File: src/rtl/i2c_pec_pkg.sv
package i2c_pec_pkg;
  localparam int CRC_W = 8;
  typedef logic [CRC_W-1:0] crc_t;

  // one bit of an MSB-first CRC shift
  function automatic crc_t crc_bit(input crc_t cur, input logic din, input crc_t poly);
    logic fb;
    fb = cur[CRC_W-1] ^ din;
    return {cur[CRC_W-2:0], 1'b0} ^ (fb ? poly : '0);
  endfunction
endpackage

File: src/rtl/i2c_rx_shifter.sv
module i2c_rx_shifter #(
  parameter int DATA_W = 8
) (
  input  logic              clk,
  input  logic              rst_n,
  input  logic              scl,
  input  logic              sda,
  input  logic              start_det,
  input  logic              stop_det,
  output logic              samp_en,
  output logic              last_bit,
  output logic              ack_slot,
  output logic [DATA_W-1:0] rx_data,
  output logic              rx_valid
);
  localparam int CNT_W = $clog2(DATA_W + 2);
  localparam logic [CNT_W-1:0] LAST_IDX = CNT_W'(DATA_W - 1);
  localparam logic [CNT_W-1:0] ACK_IDX  = CNT_W'(DATA_W);
  localparam logic [CNT_W-1:0] DONE_IDX = CNT_W'(DATA_W + 1);

  logic             scl_q;
  logic [CNT_W-1:0] cnt;
  logic [DATA_W-1:0] sreg, sreg_nx;
  logic             rise;

  assign rise     = scl & ~scl_q;
  assign samp_en  = rise && (cnt < ACK_IDX);
  assign last_bit = samp_en && (cnt == LAST_IDX);
  assign ack_slot = (cnt == ACK_IDX);
  assign sreg_nx  = {sreg[DATA_W-2:0], sda};

  always_ff @(posedge clk or negedge rst_n) begin
    if (!rst_n) begin
      scl_q    <= 1'b1;
      cnt      <= '0;
      sreg     <= '0;
      rx_data  <= '0;
      rx_valid <= 1'b0;
    end else begin
      scl_q    <= scl;
      rx_valid <= 1'b0;
      if (start_det || stop_det) begin
        cnt <= '0;
      end else if (samp_en) begin
        sreg <= sreg_nx;
        cnt  <= cnt + 1'b1;
        if (last_bit) begin
          rx_data  <= sreg_nx;
          rx_valid <= 1'b1;
        end
      end else if (rise && ack_slot) begin
        cnt <= DONE_IDX;
      end else if (!scl && (cnt == DONE_IDX)) begin
        cnt <= '0;
      end
    end
  end
endmodule

File: src/rtl/pec_crc8.sv
module pec_crc8
  import i2c_pec_pkg::*;
#(
  parameter crc_t POLY = 8'h07,
  parameter crc_t INIT = 8'h00
) (
  input  logic clk,
  input  logic rst_n,
  input  logic clr,
  input  logic en,
  input  logic bit_in,
  output crc_t crc_nx
);
  crc_t crc_q;

  assign crc_nx = en ? crc_bit(crc_q, bit_in, POLY) : crc_q;

  always_ff @(posedge clk or negedge rst_n) begin
    if (!rst_n)   crc_q <= INIT;
    else if (clr) crc_q <= INIT;
    else          crc_q <= crc_nx;
  end
endmodule

File: src/rtl/pec_ack_ctrl.sv
module pec_ack_ctrl
  import i2c_pec_pkg::*;
(
  input  logic clk,
  input  logic rst_n,
  input  logic scl,
  input  logic start_det,
  input  logic stop_det,
  input  logic pec_arm,
  input  logic err_clr,
  input  logic rx_mode,
  input  logic master_mode,
  input  logic ack_dis,
  input  logic last_bit,
  input  logic ack_slot,
  input  crc_t crc_nx,
  output logic sda_pull,
  output logic crc_err
);
  logic pec_flag;
  logic ack_pend;
  logic chk_fail;
  logic ack_ok;

  // the check only applies to armed bytes received in receive mode
  assign chk_fail = pec_flag && rx_mode && (crc_nx != '0);
  assign ack_ok   = rx_mode && !ack_dis && !(chk_fail && !master_mode);

  always_ff @(posedge clk or negedge rst_n) begin
    if (!rst_n) begin
      pec_flag <= 1'b0;
      ack_pend <= 1'b0;
      sda_pull <= 1'b0;
      crc_err  <= 1'b0;
    end else if (start_det) begin
      pec_flag <= 1'b0;
      ack_pend <= 1'b0;
      sda_pull <= 1'b0;
      crc_err  <= 1'b0;
    end else begin
      if (pec_arm) pec_flag <= 1'b1;
      if (last_bit) begin
        ack_pend <= ack_ok;
        if (chk_fail) crc_err <= 1'b1;
      end else if (err_clr) begin
        crc_err <= 1'b0;
      end
      if (stop_det)  sda_pull <= 1'b0;
      else if (!scl) sda_pull <= ack_slot && ack_pend;
    end
  end
endmodule

File: src/rtl/i2c_pec_rx.sv
module i2c_pec_rx
  import i2c_pec_pkg::*;
#(
  parameter int   DATA_W   = 8,
  parameter crc_t CRC_POLY = 8'h07,
  parameter crc_t CRC_INIT = 8'h00
) (
  input  logic              clk,
  input  logic              rst_n,
  input  logic              scl_in,
  input  logic              sda_in,
  input  logic              start_det,
  input  logic              stop_det,
  input  logic              rx_mode,
  input  logic              master_mode,
  input  logic              ack_dis,
  input  logic              pec_arm,
  input  logic              crc_err_clr,
  output logic [DATA_W-1:0] rx_data,
  output logic              rx_valid,
  output logic              crc_err,
  output logic              sda_pull
);
  logic samp_en, last_bit, ack_slot;
  crc_t crc_nx;

  i2c_rx_shifter #(.DATA_W(DATA_W)) u_shift (
    .clk(clk), .rst_n(rst_n), .scl(scl_in), .sda(sda_in),
    .start_det(start_det), .stop_det(stop_det),
    .samp_en(samp_en), .last_bit(last_bit), .ack_slot(ack_slot),
    .rx_data(rx_data), .rx_valid(rx_valid)
  );

  pec_crc8 #(.POLY(CRC_POLY), .INIT(CRC_INIT)) u_crc (
    .clk(clk), .rst_n(rst_n), .clr(start_det), .en(samp_en),
    .bit_in(sda_in), .crc_nx(crc_nx)
  );

  pec_ack_ctrl u_ack (
    .clk(clk), .rst_n(rst_n), .scl(scl_in), .start_det(start_det),
    .stop_det(stop_det), .pec_arm(pec_arm), .err_clr(crc_err_clr),
    .rx_mode(rx_mode), .master_mode(master_mode), .ack_dis(ack_dis),
    .last_bit(last_bit), .ack_slot(ack_slot), .crc_nx(crc_nx),
    .sda_pull(sda_pull), .crc_err(crc_err)
  );
endmodule

File: config.mk
export PLATFORM = sky130hd
export DESIGN_NAME = i2c_pec_rx
export DESIGN_NICKNAME = d
export VERILOG_FILES = /design/src/rtl/i2c_pec_pkg.sv /design/src/rtl/i2c_rx_shifter.sv /design/src/rtl/pec_crc8.sv /design/src/rtl/pec_ack_ctrl.sv /design/src/rtl/i2c_pec_rx.sv
export SDC_FILE = /design/constraint.sdc
export NUM_CORES = 1
export LEC_CHECK = 0
export BUFFER_PORTS_ARGS = -buffer_cell sky130_fd_sc_hd__buf_2
export CAP_MARGIN = 10
export CORE_UTILIZATION = 30
export CTS_CLUSTER_DIAMETER = 80
export DETAILED_ROUTE_END_ITERATION = 16
export SETUP_SLACK_MARGIN = 0.02
export SYNTH_ARGS = -nofsm -noshare
export SYNTH_HDL_FRONTEND = slang
export SYNTH_SLANG_ARGS = --single-unit
File: constraint.sdc
create_clock -name clk -period 2.8 [get_ports clk]
set_input_delay 0.28 -clock clk [delete_from_list [all_inputs] [get_ports clk]]
set_output_delay 0.28 -clock clk [all_outputs]
set_load 0.03 [all_outputs]
==> results.json <==
{
  "synth_cell_types": 32,
  "switching_power_uw": 235,
  "synth_top_area_share_pct": 53.6,
  "critPathKind": "flop to flop",
  "r2r_cells": 5,
  "synthFlopType": "dfrtp_1",
  "ios": 22,
  "leakagePower_uw": 0.000876,
  "finalMaxSlewViolations": 0,
  "dp.cells": 227,
  "synth_area_um2": 1490,
  "clock_path_buffers": 2,
  "htreeDepth": 2,
  "wire_per_inst_um": 11.5,
  "cp.required_ns": 2.97,
  "cellPowerDensity_nw_per_um2": 596,
  "status": "finished clean",
  "fin_util_pct": 37.3,
  "power_uw": 1060,
  "hold_buffers": 0,
  "start_util_pct": 31.4,
  "diodes": 0,
  "ctsResizeCount": 0,
  "slew_headroom_pct": 51.2,
  "fin_nets": 181,
  "cts_buffers": 5,
  "multi_input_area_um2": 617,
  "synth_async_sr_flop_share_pct": 100,
  "finalCritPeriodShare_pct": 76.1,
  "layout-drive-gt1-share_pct": 26.2,
  "setup-violations-final": 0,
  "max-cap-violations": 0,
  "drtPass1Iterations": 4,
  "fin_cells": 235,
  "postCtsSetupRepairBufs": 0,
  "drc": 0,
  "hold_slack_ns": 0.0521,
  "path_clk_slew_ns": 0.07,
  "peakVddDrop_uv": 170,
  "die_area_um2": 5270,
  "root_buffer": "clkbuf_8",
  "crit_arrival_ns": 2.30,
  "ys_ff_latch": 33,
  "regArea_um2": 827,
  "globalplace.congestion": 0.730,
  "rows": 25,
  "rsz0062_at_grt": "no",
  "cts_tree": "done",
  "grt_pass1_wl_um": 4610,
  "fin_skew_ns": 0.0110,
  "yosys-top-cells-count": "nand2_1, dfrtp_1, a21oi_1",
  "vias": 1104,
  "fmax_mhz": 469,
  "synth_nets": 157,
  "hold_viol_final": 0,
  "grt.total_usage_pct": 11.7,
  "critical_path.startpoint_type": "flop",
  "tns_ns": 0,
  "hp-class": "input pin to async pin",
  "viasPerCell": 4.70,
  "yosys-top-cells-area": "dfrtp_1, nand2_1, mux2_2, a21oi_1, ha_1",
  "grt_overflow": 0,
  "coreArea_um2": 4750,
  "power_frac_clock_pct": 43.3,
  "period_needed_ns": 2.13,
  "p_seq_share_pct": 49.6,
  "swShare_pct": 22.3,
  "first_global_vias": 989,
  "dieHeight_um": 72.6,
  "synth_seq_area_share_pct": 55.4,
  "ys_warn_count": 0,
  "comb_power_share_pct": 7.1,
  "dp_hpwl_um": 1870,
  "yosysTopAreaCell": "dfrtp_1",
  "cts_num_sinks": 33,
  "syn_avg_cell_area_um2": 10.4,
  "io_buffer_count": 21,
  "yosysMostFrequentCell": "nand2_1",
  "grt_max_degree": 34,
  "routed_wirelength_um": 2700,
  "grt_antenna_before_repair": 0,
  "ant_nets": 0,
  "tightest_slew_ns": 0.732,
  "syn_inst": 143,
  "drt_iter0_markers": 106,
  "fillers": 497,
  "path_max_fanout": 12,
  "insertion_delay_ns": 0.29,
  "synth_edf_count": 0,
  "intPower_uw": 823,
  "cp-end-kind": "flop",
  "die_x_um": 72.6,
  "syn2layout_area_growth_pct": 18.8
}
-- critical path: stages, from the launching register on --
cell and delay, ns:
dfrtp_1 0.43, or3b_4 0.49, nor3_2 0.13, buf_4 0.18
and3_1 0.41, mux2_2 0.38
-- power groups by stage --
stage          registers, uW  logic (uW)  clock network (uW)
6_report                 525        75.6                 458
5_1_grt                  529        87.4                 497
4_1_cts                  525        77.0                 469
3_5_place_dp             533        77.1                   0
3_3_place_gp             534        75.0                   0
2_1_floorplan            526        49.8                   0
-- routing by layer --
metal	wire (um)	global-route usage (%)	vias up
li1	-	-	538
met1	1320	15.9	538
met2	1200	16.4	24
met3	137	4.03	4
met4	38	5.88	0
met5	0	0	-
-- final cells by class --
cell class | count | share of cell area (%)
Sequential cell | 33 | 46.6
Multi-Input combinational cell | 101 | 34.7
Timing Repair Buffer | 23 | 6.77
Clock buffer | 7 | 4.86
Tap cell | 67 | 4.72
Clock inverter | 1 | 1.69
Inverter | 3 | 0.634
-- logic make-up (layout without fill, tap and decap cells) --
kind of cell             Yosys count  count (layout)  share of synthesized area [%]
AO/OA/AOI/OAI                     19              19                           8.29
XOR/XNOR                           3               3                           1.76
AND/OR/NAND/NOR                   67              67                           21.9
multiplexers                       9               9                           6.78
flip-flops                        33              33                           55.4
buffers and inverters              9              34                           3.35
adder cells (fa/ha/maj)            3               3                           2.51
-- path summary, 6_finish.rpt --
path	start	to	slack (ns)
max	u_shift.cnt[3]	u_shift.rx_data[3]	0.67
min	rst_n	u_shift.rx_data[7]	0.05
max reg2reg	u_shift.cnt[3]	u_shift.rx_data[3]	0.67
min reg2reg	u_shift.sreg[6]	u_shift.sreg[6]	0.48
max in group asynchronous	rst_n	u_shift.sreg[2]	2.27
min in group clk	scl_in	u_shift.scl_q	0.13
-- sequential cells by signal, indices dropped and copies added (netlist names) --
register,flops
u_ack.pec_flag,1
u_shift.sreg,7
u_shift.scl_q,1
u_shift.rx_data,8
u_shift.rx_valid,1
u_ack.crc_err,1
u_ack.sda_pull,1
u_ack.ack_pend,1
u_shift.cnt,4
u_crc.crc_q,8
-- cells in the final DEF (no fill, tap or decap) --
| cell | synthesis | routed |
|---|---|---|
| a21oi_1 | 10 | 10 |
| a22o_1 | 3 | 3 |
| a32o_1 | 1 | 1 |
| and3_1 | 2 | 2 |
| and4_1 | 1 | 1 |
| and4bb_2 | 1 | 1 |
| buf_2 | 1 | 21 |
| buf_4 | 0 | 2 |
| bufinv_16 | 0 | 1 |
| clkbuf_1 | 3 | 1 |
| clkbuf_8 | 0 | 6 |
| dfrtp_1 | 32 | 32 |
| dfstp_2 | 1 | 1 |
| ha_1 | 3 | 3 |
| inv_1 | 3 | 3 |
| mux2_2 | 9 | 9 |
| nand2_1 | 37 | 37 |
| nand2b_1 | 1 | 1 |
| nand3_1 | 2 | 2 |
| nand4b_1 | 1 | 1 |
| nor2_1 | 7 | 7 |
| nor3_1 | 5 | 5 |
| nor3_2 | 1 | 1 |
| nor3b_1 | 2 | 2 |
| nor4_1 | 2 | 2 |
| nor4b_1 | 1 | 1 |
| o21ai_0 | 3 | 3 |
| o221ai_2 | 1 | 1 |
| o31ai_1 | 1 | 1 |
| or2b_1 | 1 | 1 |
| or3_1 | 1 | 1 |
| or3b_4 | 1 | 1 |
| or4_1 | 1 | 1 |
| xor2_1 | 3 | 3 |
-- per-stage QoR --
step                worst slack [ns]  area (um2)
detailed placement             0.669        1660
floorplan                      0.885        1490
CTS                            0.651        1780
finish                         0.668        1780
global placement               0.709        1660
global route                   0.542        1780
(Power assumes the default switching activity.)
